### config.mk
export PLATFORM = sky130hd
export DESIGN_NAME = bus_cycle_ctrl
export DESIGN_NICKNAME = d
export VERILOG_FILES = /design/src/rtl/bcc_pkg.sv /design/src/rtl/bcc_field_decode.sv /design/src/rtl/bcc_watchdog.sv /design/src/rtl/bus_cycle_ctrl.sv
export SDC_FILE = /design/constraint.sdc
export NUM_CORES = 1
export LEC_CHECK = 0
export ABC_AREA = 1
export BUFFER_PORTS_ARGS = -buffer_cell sky130_fd_sc_hd__buf_2
export CORE_AREA = 2 2 103 105
export DETAILED_ROUTE_END_ITERATION = 16
export DIE_AREA = 0 0 105 107
export PLACE_DENSITY = 0.57
export SYNTH_ARGS = -nofsm -noshare
export SYNTH_HDL_FRONTEND = slang
export SYNTH_HIERARCHICAL = 1
export SYNTH_SLANG_ARGS = --single-unit
### constraint.sdc
create_clock -name clk -period 2.55 [get_ports clk]
set_clock_uncertainty 0.05 [all_clocks]
set_input_delay 0.51 -clock clk [delete_from_list [all_inputs] [get_ports clk]]
set_output_delay 0.51 -clock clk [all_outputs]
set_load 0.05 [all_outputs]
### src/rtl/bcc_pkg.sv
package bcc_pkg;
    typedef enum logic [2:0] {
        S_IDLE, S_DMA, S_REQ, S_SETUP, S_STROBE, S_RELEASE, S_FAULT, S_TIMEOUT
    } bcc_state_e;

    // Packed in field order: [7:6] reg select, [5] ext mode, [4] own,
    // [3] pause, [2] alignment check, [1:0] transfer type.
    typedef struct packed {
        logic [1:0] reg_sel;
        logic       ext_mode;
        logic       own;
        logic       pause;
        logic       align_chk;
        logic [1:0] ttype;
    } bus_ctl_t;
endpackage

### src/rtl/bcc_field_decode.sv
module bcc_field_decode
    import bcc_pkg::*;
(
    input  logic       valid,
    input  logic [7:0] field,
    output bus_ctl_t   ctl,
    output logic       ext_mode,
    output logic [1:0] reg_sel
);
    always_comb begin
        ctl      = bus_ctl_t'(field);
        ext_mode = valid & ctl.ext_mode;
        reg_sel  = ctl.reg_sel;
    end
endmodule

### src/rtl/bcc_watchdog.sv
module bcc_watchdog #(
    parameter int TW = 8
) (
    input  logic          clk,
    input  logic          rst_n,
    input  logic          run,
    input  logic [TW-1:0] limit,
    output logic          expired
);
    logic [TW-1:0] cnt;
    logic [TW:0]   cnt_next;

    always_ff @(posedge clk or negedge rst_n) begin
        if (!rst_n)   cnt <= '0;
        else if (run) cnt <= cnt + 1'b1;
        else          cnt <= '0;
    end

    always_comb begin
        cnt_next = {1'b0, cnt} + (TW+1)'(1);
        expired  = run && (cnt_next >= {1'b0, limit});
    end
endmodule

### src/rtl/bus_cycle_ctrl.sv
module bus_cycle_ctrl
    import bcc_pkg::*;
#(
    parameter int AW = 16,
    parameter int DW = 16,
    parameter int TW = 8
) (
    input  logic          clk,
    input  logic          rst_n,
    input  logic          ctl_valid,
    input  logic [7:0]    ctl_field,
    input  logic [AW-1:0] addr_in,
    input  logic [DW-1:0] wdata_in,
    input  logic [TW-1:0] tmo_limit,
    output logic          core_clk_en,
    output logic [1:0]    reg_sel,
    output logic          ext_mode,
    output logic          bus_req,
    input  logic          bus_grant,
    output logic [AW-1:0] bus_addr,
    output logic [DW-1:0] bus_wdata,
    output logic [1:0]    bus_ttype,
    output logic          bus_msync,
    input  logic          bus_ssync,
    output logic          bus_err,
    output logic          bus_timeout,
    input  logic          dma_req,
    output logic          dma_grant
);
    bcc_state_e    state, nxt;
    bus_ctl_t      ctl;
    logic          act, cmd_pause, cmd_bad;
    logic [1:0]    cmd_tt;
    logic [AW-1:0] addr_q;
    logic [DW-1:0] data_q;
    logic          start, bad_now, go, bad_sel, expired, drive;

    bcc_field_decode u_dec (
        .valid    (ctl_valid),
        .field    (ctl_field),
        .ctl      (ctl),
        .ext_mode (ext_mode),
        .reg_sel  (reg_sel)
    );

    bcc_watchdog #(.TW(TW)) u_wdog (
        .clk     (clk),
        .rst_n   (rst_n),
        .run     (state == S_STROBE),
        .limit   (tmo_limit),
        .expired (expired)
    );

    assign start   = ctl_valid && ctl.own && core_clk_en && !act;
    assign bad_now = ctl.align_chk && addr_in[0];
    assign go      = act || start;
    assign bad_sel = act ? cmd_bad : bad_now;

    // next-state logic
    always_comb begin
        nxt = state;
        unique case (state)
            S_IDLE:    if (dma_req) nxt = S_DMA;
                       else if (start) nxt = bad_now ? S_FAULT : S_REQ;
            S_DMA:     if (!dma_req) nxt = go ? (bad_sel ? S_FAULT : S_REQ) : S_IDLE;
            S_REQ:     if (bus_grant) nxt = S_SETUP;
            S_SETUP:   nxt = S_STROBE;
            S_STROBE:  if (bus_ssync) nxt = S_RELEASE;
                       else if (expired) nxt = S_TIMEOUT;
            S_RELEASE: if (!bus_ssync) nxt = S_IDLE;
            S_FAULT:   nxt = S_IDLE;
            S_TIMEOUT: nxt = S_IDLE;
            default:   nxt = S_IDLE;
        endcase
    end

    // state register and command capture
    always_ff @(posedge clk or negedge rst_n) begin
        if (!rst_n) begin
            state     <= S_IDLE;
            act       <= 1'b0;
            cmd_pause <= 1'b0;
            cmd_bad   <= 1'b0;
            cmd_tt    <= '0;
            addr_q    <= '0;
            data_q    <= '0;
        end else begin
            state <= nxt;
            if (state == S_FAULT || state == S_TIMEOUT ||
                (state == S_RELEASE && !bus_ssync)) begin
                act <= 1'b0;
            end else if (start) begin
                act       <= 1'b1;
                cmd_pause <= ctl.pause;
                cmd_bad   <= bad_now;
                cmd_tt    <= ctl.ttype;
                addr_q    <= addr_in;
                data_q    <= wdata_in;
            end
        end
    end

    // outputs
    always_comb begin
        drive       = (state == S_SETUP) || (state == S_STROBE) || (state == S_RELEASE);
        bus_req     = drive || (state == S_REQ);
        bus_msync   = (state == S_STROBE);
        bus_addr    = drive ? addr_q : '0;
        bus_wdata   = drive ? data_q : '0;
        bus_ttype   = drive ? cmd_tt : '0;
        bus_err     = (state == S_FAULT);
        bus_timeout = (state == S_TIMEOUT);
        dma_grant   = (state == S_DMA);
        core_clk_en = !(act && cmd_pause);
    end
endmodule

==> out/qor.csv <==
stage,metric,value,unit
timing,setup_tns,0,ns
timing,finalSetupViolCount,0,
run,maxCapViolCount,0,
floorplanning,initial_core_util,0.290,
place,pre_cts_ws,-0.000712,ns
floorplanning,die_h,107,µm
timing,max_freq,407,MHz
grt,antenna_found_initial,0,
critical_path,critPathBufInv,4,
clock_network,htreeDepth,2,
place,gp_congestion,0.771,
critical_path,crit_fanout,3,
route,drtAntennaViolNets,0,
grt,grt_pass1_vias,2424,
critical_path,crit_slowest_cell,dfrtp_1,
route,drc,0,
clock_network,cts_sinks,48,
timing,grt_setup_unrepaired,true,
critical_path,worst_setup_path_end_kind,flip-flop,
grt,grt_max_degree,49,
floorplanning,rows,37,
route,drt_iter0_drc,86,
clock_network,clock_latency,0.30,ns
power_and_ir_drop,vdd_drop_max,437,µV
power_and_ir_drop,power_density,1080,nW/µm²
timing,finalHoldViolCount,0,
logic_synthesis,postSynthCellCount,370,
timing,worstMarginPinSlew,0.634,ns
clock_network,path_clk_slew,0.09,ns
floorplanning,fp.coreArea,10100,µm²
logic_synthesis,postSynthAreaPerCell,7.91,µm²
route,first_pass_iters,4,
route,vias,2430,
run_status,status,"complete, no violations",
finish,area_delta_synth_final,25.8,%
power_and_ir_drop,power.total,3980,µW
critical_path,crit_required,2.74,ns
logic_synthesis,syn_area,2930,µm²
critical_path,cp-start-kind,flip-flop,
critical_path,arrival,2.65,ns
power_and_ir_drop,power.leakage,0.00238,µW
finish,num_antenna_cells,0,
route,wl_per_cell,11.1,µm
route,drt-total-wl,6.66,mm
finish,num-fill-cells,1126,
critical_path,cp_top_family,simple AND/OR/NAND/NOR gates,
timing,min_period,2.46,ns
critical_path,slowest_delay,0.40,ns
critical_path,crit_chain,"ha_2, nand2_2, inv_2, nand2_4, xor2_2, inv_2, ha_4, nand2_2, inv_2, nand3_2, nand3_2, nand2_1, nand2_1, nand2_1, a21oi_2, inv_1, nand4_1, o21ai_1, nor2_2, nand2_1, nand2_1",
clock_network,cts_tree,done,
floorplanning,dieArea,11200,µm²
clock_network,clockRootBuffer,clkbuf_8,
timing,final.period_utilization,0.964,
clock_network,clockBufferDepth,2,
clock_network,cts_buffers,5,
logic_synthesis,syn_nets,433,
timing,relSlewSlack,0.577,
timing,final.setup.worst_slack,0.0910,ns
grt,grt_usage,0.123,
grt,grt_overflow_total,0,
logic_synthesis,yosysWarningCount,6,
place,hpwlAfterDp,4.52,mm
floorplanning,io_pins,97,
place,io_buffers,92,
critical_path,path_common_cell,nand2_1,
timing,timing.final.max_slew_violations,0,
grt,grt_pass1_wl,11.1,mm
finish,finalNetCount,526,
finish,layout-drive-gt1-share,0.384,
critical_path,critical_path_class,reg2reg,
clock_network,ctsHoldBuffers,0,
route,via_per_inst,4.05,
worst_hold_path,hold_path.class,in2async,
floorplanning,die_x,105,µm
-- worst paths after layout --
| kind | from | endpoint | slack [ns] | cells after the start |
|---|---|---|---|---|
| setup / recovery | u_wdog/cnt[1]$_DFF_PN0_ | state[1]$_DFFE_PN0P_ | 0.09 | 21 |
| hold / removal | rst_n | data_q[15]$_DFFE_PN0P_ | 0.25 | 2 |
| setup reg to reg | u_wdog/cnt[1]$_DFF_PN0_ | state[1]$_DFFE_PN0P_ | 0.09 | 21 |
| hold reg to reg | addr_q[14]$_DFFE_PN0P_ | addr_q[14]$_DFFE_PN0P_ | 0.44 | 2 |
| max in group asynchronous | rst_n | state[0]$_DFFE_PN0P_ | 1.74 | 2 |
| min in group clk | addr_in[2] | addr_q[2]$_DFFE_PN0P_ | 0.38 | 3 |
-- cells in the final DEF (no fill, tap or decap) --
cell and n:
nand2_1 100, inv_1 95, buf_2 90, dfrtp_1 47, o21ai_2 36, nor2_1 13
buf_4 9, ha_1 7, nand4_1 6, inv_2 5, nand3_2 5, nand3_1 5
clkbuf_8 5, nand2_2 4, nor3_1 3, nor2_2 3, nand3_4 3, buf_12 3
and2_1 2, clkinv_2 2, clkbuf_4 2, a21oi_1 2, nand4_4 1, o21ai_1 1
o21ai_0 1, and3_1 1, clkinv_4 1, dfrtp_2 1, nor2_4 1, nand2_4 1
xnor2_1 1, xor2_1 1, xor2_2 1, nand4_2 1, xnor2_2 1, a31oi_1 1
a21oi_2 1, ha_2 1, ha_4 1
-- where the power goes --
part	internal, µW	total, µW	switching (µW)
Combinational	667	2270	1600
Sequential	1060	1260	201
Clock	192	455	264
Total	1920	3980	2070
-- area by class of cell --
class	instances	area, µm²	area share
Clock buffer	5	68.8	0.0187
Clock inverter	3	18.8	0.00510
Inverter	100	375	0.102
Multi-Input combinational cell	204	1250	0.340
Sequential cell	48	1200	0.327
Tap cell	136	170	0.0462
Timing Repair Buffer	104	593	0.161
-- metrics by stage --
step | area, µm² | hold slack [ns] | util | cells
global placement | 3420 | 0.413 | 0.339 | 584
global route | 3680 | 0.315 | 0.365 | 600
CTS | 3630 | 0.277 | 0.359 | 599
floorplan | 2930 | 0.164 | - | 370
finish | 3680 | 0.252 | 0.365 | 600
detailed placement | 3420 | 0.419 | 0.339 | 584
-- registers in the layout, indices dropped and copies added (netlist names) --
name / count
addr_q: 16
data_q: 16
u_wdog/cnt: 8
state: 3
cmd_tt: 2
act: 1
cmd_bad: 1
cmd_pause: 1
-- timing repair --
item | in CTS | in global routing
setup endpoints to repair | 21 | 37
cloned | 1 | 0
gates resized for setup | 8 | 15
setup buffers | 6 | 1
pin swaps | 3 | 13
-- metal layers --
layer / vias up / wire [µm] / global-route usage
li1: 1275 / - / -
met1: 1083 / 2950 / 0.145
met2: 68 / 3270 / 0.222
met3: 4 / 337 / 0.0267
met4: 0 / 98 / 0.0410
met5: - / 0 / 0
(Power assumes the default switching activity.)
